[config.mk]
export PLATFORM = sky130hd
export DESIGN_NAME = socket_change_irq
export DESIGN_NICKNAME = d
export VERILOG_FILES = /design/src/rtl/sock_pkg.sv /design/src/rtl/sock_pin_sync.sv /design/src/rtl/sock_change_track.sv /design/src/rtl/sock_host_port.sv /design/src/rtl/socket_change_irq.sv
export SDC_FILE = /design/constraint.sdc
export NUM_CORES = 1
export LEC_CHECK = 0
export BUFFER_PORTS_ARGS = -buffer_cell sky130_fd_sc_hd__buf_2
export CORE_ASPECT_RATIO = 1.5
export CORE_UTILIZATION = 45
export CTS_CLUSTER_DIAMETER = 30
export DETAILED_ROUTE_END_ITERATION = 8
export GPL_TIMING_DRIVEN = 0
export HOLD_SLACK_MARGIN = 0.03
export PLACE_DENSITY = 0.67
export SYNTH_ARGS = -nofsm -noshare
export SYNTH_HDL_FRONTEND = slang
export SYNTH_HIERARCHICAL = 1
export SYNTH_SLANG_ARGS = --single-unit
[constraint.sdc]
create_clock -name clk -period 3.9 [get_ports clk]
set_input_delay 0.195 -clock clk [delete_from_list [all_inputs] [get_ports clk]]
set_output_delay 0.195 -clock clk [all_outputs]
set_load 0.02 [all_outputs]
[src/rtl/sock_pkg.sv]
package sock_pkg;
    localparam int DATA_W = 8;
    localparam int OFF_W  = 6;

    // Pin bundle laid out so that it maps onto status bits 6:0
    typedef struct packed {
        logic       pwr;
        logic       rdy;
        logic       wp;
        logic [1:0] det;
        logic [1:0] bvd;
    } pins_t;

    localparam int PIN_W = $bits(pins_t);

    localparam logic [OFF_W-1:0] OFF_ID   = 6'h00;
    localparam logic [OFF_W-1:0] OFF_STAT = 6'h01;
    localparam logic [OFF_W-1:0] OFF_CHG  = 6'h04;
    localparam logic [OFF_W-1:0] OFF_CFG  = 6'h05;

    // Flag vector order: {presence, warning, dead}
    localparam int FL_DET  = 2;
    localparam int FL_WARN = 1;
    localparam int FL_DEAD = 0;
    localparam int FL_N    = 3;

    typedef enum logic {
        HP_IDLE,
        HP_RESP
    } host_state_t;
endpackage

[src/rtl/sock_pin_sync.sv]
module sock_pin_sync #(
    parameter int W      = 7,
    parameter int STAGES = 2
) (
    input  logic         clk,
    input  logic         rst_n,
    input  logic [W-1:0] raw,
    output logic [W-1:0] synced
);
    logic [STAGES-1:0][W-1:0] chain;

    // During reset every stage loads the raw pins so the baseline is current
    always_ff @(posedge clk) begin
        chain[0] <= raw;
        for (int s = 1; s < STAGES; s++) begin
            chain[s] <= rst_n ? chain[s-1] : raw;
        end
    end

    assign synced = chain[STAGES-1];
endmodule

[src/rtl/sock_change_track.sv]
module sock_change_track
    import sock_pkg::*;
(
    input  logic            clk,
    input  logic            rst_n,
    input  pins_t           cur,
    input  logic            clr,
    output logic [FL_N-1:0] evt,
    output logic [FL_N-1:0] flags
);
    logic [FL_N-1:0] now_v;
    logic [FL_N-1:0] prev_q;

    always_comb begin
        now_v          = '0;
        now_v[FL_DET]  = &cur.det;
        now_v[FL_WARN] = (cur.bvd == 2'b01);
        now_v[FL_DEAD] = ~cur.bvd[0];
    end

    assign evt = now_v ^ prev_q;

    always_ff @(posedge clk) begin
        if (!rst_n) begin
            prev_q <= now_v;
            flags  <= '0;
        end else begin
            prev_q <= now_v;
            // a new event wins over a clear in the same cycle
            flags  <= (clr ? '0 : flags) | evt;
        end
    end
endmodule

[src/rtl/sock_host_port.sv]
module sock_host_port
    import sock_pkg::*;
#(
    parameter logic [1:0]        WIN_TAG = 2'b01,
    parameter logic [DATA_W-1:0] ID_CODE = 8'h82
) (
    input  logic              clk,
    input  logic              rst_n,
    input  logic              idx_wr,
    input  logic              dat_wr,
    input  logic              dat_rd,
    input  logic [DATA_W-1:0] wdata,
    input  pins_t             stat,
    input  logic [FL_N-1:0]   flags,
    output logic [DATA_W-1:0] rdata,
    output logic              rd_valid,
    output logic              rd_accept,
    output logic              chg_clr,
    output logic [3:0]        num,
    output logic [FL_N-1:0]   en
);
    host_state_t       state_q, state_d;
    logic [DATA_W-1:0] idx_q;
    logic [DATA_W-1:0] rd_mux;
    logic [DATA_W-1:0] rdata_q;
    logic              hit;
    logic [OFF_W-1:0]  off;

    assign hit       = (idx_q[DATA_W-1 -: 2] == WIN_TAG);
    assign off       = idx_q[OFF_W-1:0];
    assign rd_accept = dat_rd && hit;
    assign chg_clr   = rd_accept && (off == OFF_CHG);

    always_comb begin
        case (off)
            OFF_ID:   rd_mux = ID_CODE;
            OFF_STAT: rd_mux = {1'b0, stat};
            OFF_CHG:  rd_mux = {4'b0, flags[FL_DET], 1'b0, flags[FL_WARN], flags[FL_DEAD]};
            OFF_CFG:  rd_mux = {num, en[FL_DET], 1'b0, en[FL_WARN], en[FL_DEAD]};
            default:  rd_mux = '0;
        endcase
    end

    // state register
    always_ff @(posedge clk) begin
        if (!rst_n) state_q <= HP_IDLE;
        else        state_q <= state_d;
    end

    always_comb begin
        state_d = state_q;
        unique case (state_q)
            HP_IDLE: if (rd_accept)  state_d = HP_RESP;
            HP_RESP: if (!rd_accept) state_d = HP_IDLE;
        endcase
    end

    // outputs
    always_comb begin
        rd_valid = (state_q == HP_RESP);
        rdata    = rdata_q;
    end

    always_ff @(posedge clk) begin
        if (!rst_n) begin
            idx_q   <= '0;
            rdata_q <= '0;
            num     <= '0;
            en      <= '0;
        end else begin
            if (idx_wr) idx_q <= wdata;
            if (rd_accept) rdata_q <= rd_mux;
            if (dat_wr && hit && off == OFF_CFG) begin
                num          <= wdata[7:4];
                en[FL_DET]   <= wdata[3];
                en[FL_WARN]  <= wdata[1];
                en[FL_DEAD]  <= wdata[0];
            end
        end
    end
endmodule

[src/rtl/socket_change_irq.sv]
module socket_change_irq
    import sock_pkg::*;
#(
    parameter int               DEV_NUM     = 0,
    parameter int               SLOT_NUM    = 1,
    parameter logic [7:0]       ID_CODE     = 8'h82,
    parameter int               SYNC_STAGES = 2
) (
    input  logic       clk,
    input  logic       rst_n,
    input  logic       host_idx_wr,
    input  logic       host_dat_wr,
    input  logic       host_dat_rd,
    input  logic [7:0] host_wdata,
    output logic [7:0] host_rdata,
    output logic       host_rd_valid,
    input  logic [1:0] pin_det,
    input  logic [1:0] pin_bvd,
    input  logic       pin_wp,
    input  logic       pin_rdy,
    input  logic       pin_pwr,
    output logic       irq,
    output logic [3:0] irq_num
);
    localparam logic [1:0] WIN_TAG = {DEV_NUM[0], SLOT_NUM[0]};

    logic [PIN_W-1:0] raw_pins;
    logic [PIN_W-1:0] sync_pins;
    pins_t            cur;
    logic [FL_N-1:0]  chg_evt;
    logic [FL_N-1:0]  chg_flags;
    logic [FL_N-1:0]  chg_en;
    logic             chg_clr;
    logic             rd_accept;

    assign raw_pins = {pin_pwr, pin_rdy, pin_wp, pin_det, pin_bvd};
    assign cur      = pins_t'(sync_pins);

    sock_pin_sync #(.W(PIN_W), .STAGES(SYNC_STAGES)) u_sync (
        .clk    (clk),
        .rst_n  (rst_n),
        .raw    (raw_pins),
        .synced (sync_pins)
    );

    sock_change_track u_track (
        .clk   (clk),
        .rst_n (rst_n),
        .cur   (cur),
        .clr   (chg_clr),
        .evt   (chg_evt),
        .flags (chg_flags)
    );

    sock_host_port #(.WIN_TAG(WIN_TAG), .ID_CODE(ID_CODE)) u_host (
        .clk       (clk),
        .rst_n     (rst_n),
        .idx_wr    (host_idx_wr),
        .dat_wr    (host_dat_wr),
        .dat_rd    (host_dat_rd),
        .wdata     (host_wdata),
        .stat      (cur),
        .flags     (chg_flags),
        .rdata     (host_rdata),
        .rd_valid  (host_rd_valid),
        .rd_accept (rd_accept),
        .chg_clr   (chg_clr),
        .num       (irq_num),
        .en        (chg_en)
    );

    assign irq = |(chg_flags & chg_en);
endmodule

# [Word-level counts from Yosys, hierarchy flattened]
# Cells that the tools add are included.
[totals] inputBits=20 output_inout_bits=14 ff_bits=44
[classes] muxes=4 reduce_logical=7 bitwise_logic=4 n_eq_ne=5
[ops] op="8-bit one-hot mux with 4 select lines" n=1
[ops] op="6-bit by 3-bit equality test with 1-bit output, second input constant" n=2
[ops] op="7-bit two-way mux" n=1
[ops] op="6-bit by 1-bit equality test with 1-bit output, second input constant" n=1
[ops] op="6-bit zero test" n=1
[ops] op="2-bit by 1-bit equality test with 1-bit output, second input constant" n=2
[ops] op="1-bit logical AND" n=4
[ops] op="3-bit bitwise AND" n=1
[ops] op="3-bit two-way mux" n=1
[ops] op="3-bit OR" n=1
[ops] op="3-bit OR reduction" n=1
[ops] op="3-bit bitwise XOR" n=1
[ops] op="2-bit AND reduction" n=1
[ops] op="1-bit two-way mux" n=1
[ops] op="1-bit inverter" n=1

# [Longest topological paths before layout]
# Gate-level depths: netlist (run 1).
[depth] word_depth=5 mapped_depth=5 mapped_depth_nobuf=5

# [By module]
# The synthesis (run 1) kept the hierarchy.
[modules_own_cells] mod="sock_host_port" cells_per_inst=111 area_per_inst_um2=1083.5 seq_area_each_um2=480.5 n_inst=1
[modules_own_cells] mod="sock_pin_sync" cells_per_inst=29 area_per_inst_um2=449.2 seq_area_each_um2=280.3 n_inst=1
[modules_own_cells] mod="sock_change_track" cells_per_inst=22 area_per_inst_um2=236.5 seq_area_each_um2=120.1 n_inst=1
[modules_own_cells] mod="socket_change_irq" cells_per_inst=2 area_per_inst_um2=13.8 seq_area_each_um2=0.0 n_inst=1

# [Least setup slack after synthesis (run 1)]
# Ideal clock, no wire load.
[synth_timing] kind="reg-to-reg" start="register u_host.idx_q[3]" end="register u_host.en[0]" path_stages_with_launch=5 synth_period_minus_slack_ps=1310 setup_ps=72 path_buffers=1 path_slack_ps=2590 arrival_time_ps=1239 required_time_ps=3828 cell_sequence="dfxtp_1 > nor4_4 > and3_1 > buf_6 > mux2i_1"
[synth_between] elab_chain_cells=2
[synth_lines] item="from (decl)" line="sock_host_port.sv:23" rtl="logic [DATA_W-1:0] idx_q;"
[synth_lines] item="from (signal assigned)" line="sock_host_port.sv:71" rtl="if (idx_wr) idx_q <= wdata;"
[synth_lines] item="6-bit by 3-bit equality test with 1-bit output" line="sock_host_port.sv:73" rtl="if (dat_wr && hit && off == OFF_CFG) begin"
[synth_lines] item="1-bit logical AND" line="sock_host_port.sv:73"
[synth_lines] item="to (signal, indexed assignment)" line="sock_host_port.sv:75" rtl="en[FL_DET] <= wdata[3];"
[synth_lines] item="to (signal, indexed assignment)" line="sock_host_port.sv:76" rtl="en[FL_WARN] <= wdata[1];"
[synth_lines] item="to (signal, indexed assignment)" line="sock_host_port.sv:77" rtl="en[FL_DEAD] <= wdata[0];"
[synth_lines] item="to (decl)" line="sock_host_port.sv:20" rtl="output logic [FL_N-1:0] en"
# Every way passes these cells.
# A chain may end at the register's enable or synchronous reset.

# [Worst setup path in the final report (run 1)]
# Ends and elaborated chain as after synthesis.

==> metrics, run 1 <==
Syn Inst Count 162; TritonCTS clock tree yes; WHS Path Cells 3; pwr/cell area 411 nW/µm²; Core ar. 3720 µm²; initial antenna violation count 0; cts repair resizes 0; H-tree levels 2; Leak Pwr 0.957 nW; outcome completed; peak supply drop 0.291 mV; Post-layout nets 228; MaxCap Viol Count 0; worst hold path type in -> reg; Finished Core Util 57.7%; root buf cell clkbuf_8; Final Skew 0.00555 ns; Multi-input gate area 773 µm²; hpwl dp 2.53 mm; buffers added on ports 32; CP Cell Sequence nor4_4, and3_1, buf_6, mux2i_1; post-route clock period utilization 39.9%; Setup violations, final 0; Clock Latency Late Sink 0.29 ns; layout cells sized above 1 32.2%; vias in the first global route 1,333; final hold viol count 0; Die Width 53.1 µm; Antenna Cells 0; max-slew violations 0; 1st-iter DRT viols 26; total grt overflow 0; GR Util All Layers 18.7%; delay-heaviest family, CP simple AND/OR/NAND/NOR gates; io pins 34; TritonRoute pass-1 iters 4; DP Area 1980 µm²; Critical Path Start Type flop; Row Count 27; CTS clk-pin slew, worst paths 0.07 ns; GP Congestion 0.810; Tightest Pin Transition 0.521 ns; Sink Count 44; CTS Buf Count 5; post-route cell area 2150 µm²; Clock Tree Buf Depth 2; Slowest-stage cell, CP nor4_4; routed vias/inst 5.05; WL/cell 13.7 µm; pin count of the biggest net entering global routing 14; Crit path largest cell delay 0.53 ns; first-pass GRT wire length 5.67 mm; Initial Util 47.5%; setup TNS 0 ns; DRC errors left 0; synthesized cell area 1770 µm²; yosys warns 6; via count 1,268; filler instances 346; CP max FO 9; CP Class reg -> reg; crit path buf inv count 1; post-synth net total 182; Crit. End Element flop; ANT nets after route 0; crit path time final 1.56 ns; overall die area 4180 µm²; CP Data Required Time 4.11 ns; Mean Syn Cell Area 10.9 µm²; final WL 3.44 mm; cells on worst reg2reg path 4; fmax 0.642 GHz; critical path depth 4; CP arrival 1.77 ns; Slew headroom 65.0%; FF+latch area 881 µm²; DIE HEIGHT 78.7 µm; Area Growth Syn to Fin 21.5%; RSZ-0062 raised after global routing no
## worst reg2reg max path: cells and delay by family (launching register included)
| kind | cells | cell delay, ns |
|---|---|---|
| buf+inv | 1 | 0.15 |
| simple gates | 2 | 0.79 |
| flops | 1 | 0.33 |
| mux | 1 | 0.21 |
## routing by layer
metal  vias up  GRT usage [%]  routed length (µm)  share of wire [%]
met1       589           18.5                1420                 41
li1        643              -                   -                  -
met5         -              0                   0                  0
met3         7           5.56                 130                3.8
met2        29           34.4                1850                 54
met4         0           7.63                  46                1.3
## per-stage QoR
stage               power, mW  worst slack [ns]  hold WS, ns  std cells
detailed placement      0.587              2.34        0.314        237
floorplan               0.558              2.59        0.223        162
global route            0.913              2.20        0.167        251
CTS                     0.888              2.33        0.158        251
finish                  0.881              2.34        0.160        251
global placement        0.583              2.40        0.312        237
## what timing repair did
| item | CTS | global route |
|---|---|---|
| hold buffers | 7 | 0 |
| buffers inserted | 0 | 0 |
| hold endpoints to repair | 7 | 0 |
## cell type report
cell class                      instances  share of cell area, %
Sequential cell                        44                   41.0
Multi-Input combinational cell        100                   36.0
Timing Repair Buffer                   39                   10.7
Buffer                                 15                   4.66
Clock buffer                            7                   4.49
Tap cell                               43                   2.51
Inverter                                3                  0.525
## registers in the layout, indices dropped and copies added (netlist names)
| signal | cells |
|---|---|
| u_host/en | 3 |
| u_host/idx_q | 8 |
| u_host/num | 4 |
| u_host/rd_valid | 1 |
| u_host/rdata | 8 |
| u_sync/chain | 7 |
| u_sync/synced | 7 |
| u_track/flags | 3 |
| u_track/prev_q | 3 |
## final timing paths
check / start / end / slack, ns
max reg2reg: u_host/idx_q[3] / u_host/en[0] / 2.34
min: host_wdata[6] / u_host/num[2] / 0.16
min reg2reg: u_sync/chain[3] / u_sync/synced[3] / 0.46
max: u_host/idx_q[3] / u_host/en[0] / 2.34
## report_power, final
part	internal [mW]	switching (mW)	total [mW]	leakage, nW
combinational	0.0547	0.0428	0.0975	0.543
clock	0.158	0.142	0.300	0.0503
sequential	0.472	0.0124	0.484	0.363
total	0.684	0.197	0.881	0.957
## layout by cell type (no fill, tap or decap), types with 2 or more instances in the layout
cell            n
mux2i_1        16
mux2_4          7
nand2_1        22
buf_6           2
a21boi_0        5
buf_4           7
and4b_1         2
o211ai_1        3
nand3b_1        2
and2_1          2
nor2b_1        11
dlygate4sd3_1   7
nand4_1         4
o21ai_0         2
a22oi_1         2
dfxtp_1        44
mux2_2          5
inv_1           2
and3_1          3
clkbuf_1        4
clkbuf_8        7
buf_2          34
nand3_1         3
(Power assumes the default switching activity.)
==> run 2: changes to the inputs <==
--- a/config.mk
+++ b/config.mk
@@ -12,7 +12,7 @@
 export DETAILED_ROUTE_END_ITERATION = 8
 export GPL_TIMING_DRIVEN = 0
 export HOLD_SLACK_MARGIN = 0.03
-export PLACE_DENSITY = 0.67
+export PLACE_DENSITY = 0.7
 export SYNTH_ARGS = -nofsm -noshare
 export SYNTH_HDL_FRONTEND = slang
 export SYNTH_HIERARCHICAL = 1
==> constraint.sdc (replaced) <==
create_clock -name clk -period 1.3 [get_ports clk]
set_input_delay 0.065 -clock clk [delete_from_list [all_inputs] [get_ports clk]]
set_output_delay 0.065 -clock clk [all_outputs]
set_load 0.02 [all_outputs]
==> run 2 against run 1 <==
- the run now ends with setup timing left
- via count rose by 3.1%
- first-iteration DRC count rose by 35%
- sequential share of layout area fell by 1.1 points
- clock-buffer cell count fell by 1
- flip-flop and latch count did not move
- clock power rose to 2.9 times the previous value
- utilization rose by 1.7 points
- die area did not move
- wire length rose by 2.9%
- critical path depth did not move
- critical endpoint is now u_host/num[3]
- largest power group unchanged
==> metrics, run 2 (synthesis gave the netlist of run 1 again) <==
outcome finished with violations (was completed); failing checks setup timing; cells on worst reg2reg path 4 (unchanged); Final Skew 0.00363 ns (was 0.00555 ns); M2 GR Usage 34.2% (was 34.4%); Clock Tree Buf Depth 2 (unchanged); Core ar. 3720 µm² (unchanged); WL/cell 13.8 µm (was 13.7 µm); Clock Latency Late Sink 0.29 ns (about the same); Crit path largest cell delay 0.35 ns (was 0.53 ns); TritonCTS clock tree yes (unchanged); H-tree levels 2 (unchanged); DIE HEIGHT 78.7 µm (unchanged); overall die area 4180 µm² (unchanged); RSZ-0062 raised after global routing yes (was no); first-pass GRT wire length 5.86 mm (was 5.67 mm); filler instances 344 (was 346); Crit. End Element flop (unchanged); Leak Pwr 1.00 nW (was 0.957 nW); routing usage on met3 5.56% (unchanged); Die Width 53.1 µm (unchanged); ANT nets after route 0 (unchanged); total grt overflow 0 (unchanged); buffers added on ports 32 (unchanged); commonest non-fill, non-tap cell in the layout dfxtp_1 (unchanged); root buf cell clkbuf_8 (unchanged); CTS Buf Count 5 (unchanged); Cell Count, Final, Fillers Out 257 (was 251); Final Total Pwr 2.63 mW (was 0.881 mW); routed vias/inst 5.09 (was 5.05); Sink Count 44 (unchanged); Slowest-stage cell, CP nor4_4 (unchanged); vias in the first global route 1,335 (was 1,333); Hold WS 0.0369 ns (was 0.160 ns); crit path time final 1.32 ns (was 1.56 ns); post-route cell area 2210 µm² (was 2150 µm²); Hold Startpoint host_wdata[2] (was host_wdata[6]); pwr/cell area 1190 nW/µm² (was 411 nW/µm²); post-route clock period utilization 101% (was 39.9%); layout cells sized above 1 33.6% (was 32.2%); MaxCap Viol Count 0 (unchanged); Row Count 27 (unchanged); CTS clk-pin slew, worst paths 0.08 ns (was 0.07 ns); DRC errors left 0 (unchanged); setup TNS -0.0539 ns (was 0 ns); 1st-iter DRT viols 35 (was 26); via count 1,307 (was 1,268); placed cells 237 (unchanged); GP Congestion 0.833 (was 0.810); Post-layout nets 233 (was 228); M1 GR Usage 20.5% (was 18.5%); final hold viol count 0 (unchanged); Finished Core Util 59.5% (was 57.7%); fmax 0.759 GHz (was 0.642 GHz); peak supply drop 0.861 mV (was 0.291 mV); final WL 3.54 mm (was 3.44 mm); worst setup path start u_host/idx_q[1] (was u_host/idx_q[3]); TritonRoute pass-1 iters 4 (unchanged); gr busiest metal met2 (unchanged); hpwl dp 2.54 mm (was 2.53 mm); CP max FO 7 (was 9); Initial Util 47.5% (unchanged); initial antenna violation count 0 (unchanged); PnR worst setup slack -0.0176 ns (was 2.34 ns); worst r2r src u_host/idx_q[1] (was u_host/idx_q[3]); GR Util All Layers 19.4% (was 18.7%); Area Growth Syn to Fin 25.2% (was 21.5%); CP Class reg -> reg (unchanged); DP Worst Slack -0.216 ns (was 2.34 ns); Tightest Pin Transition 0.458 ns (was 0.521 ns); Slew headroom 69.5% (was 65.0%); pin count of the biggest net entering global routing 14 (unchanged); worst hold path type in -> reg (unchanged); Setup violations, final 7 (was 0); most frequent cells in the layout dfxtp_1, buf_2, nand2_1 (unchanged); max-slew violations 0 (unchanged); DP Area 1980 µm² (about the same); Critical Path Start Type flop (unchanged); WHS Path Cells 3 (unchanged); CP arrival 1.54 ns (was 1.77 ns); Antenna Cells 0 (unchanged); io pins 34 (unchanged); CP Cell Sequence nor4_4, and3_1, buf_6, mux2i_1 (unchanged); CP Data Required Time 1.52 ns (was 4.11 ns)
==> run 2: metal layers <==
layer / part of all wire, % / wire length [µm]
met1: 41 / 1470
met2: 52 / 1840
met3: 4.7 / 167
met4: 1.7 / 61
met5: 0 / 0
==> run 2: report_power, final <==
part	leakage (nW)	total (mW)	switching (mW)	internal, mW
Sequential	0.364	1.45	0.0374	1.42
Combinational	0.586	0.314	0.133	0.181
Clock	0.0510	0.860	0.437	0.424
==> run 2: path summary, 6_finish.rpt <==
check / end / slack, ns
setup / recovery: u_host/num[3] / -0.02
hold / removal: u_host/idx_q[2] / 0.04
setup reg to reg: u_host/num[3] / -0.02
hold reg to reg: u_host/rdata[5] / 0.45
==> run 2: worst max-delay path, delay by kind of cell (launching register included) <==
family / cells / cell delay (ns)
simple gates: 2 / 0.57
flops: 1 / 0.34
mux: 1 / 0.19
buf+inv: 1 / 0.15
==> run 2: repair_timing <==
| item | 4_1_cts | 5_1_grt |
|---|---|---|
| setup buffers | 1 | 0 |
| hold buffers | 11 | 0 |
| hold endpoints to repair | 18 | 0 |
| gates resized for setup | 6 | 7 |
| endpoints found under the setup margin | 14 | 18 |
| pin swaps | 2 | 4 |
==> run 2: layout make-up <==
cell class                 count  area (µm²)  share of cell area, %
inverter                       3        13.8                  0.623
multi-input combinational    100         782                   35.4
clock buffer                   6        82.6                   3.74
buffer                        15         106                   4.81
tap                           43        53.8                   2.43
clock inverter                 2        10.0                  0.453
sequential                    44         883                   40.0
timing repair buffer          44         278                   12.6
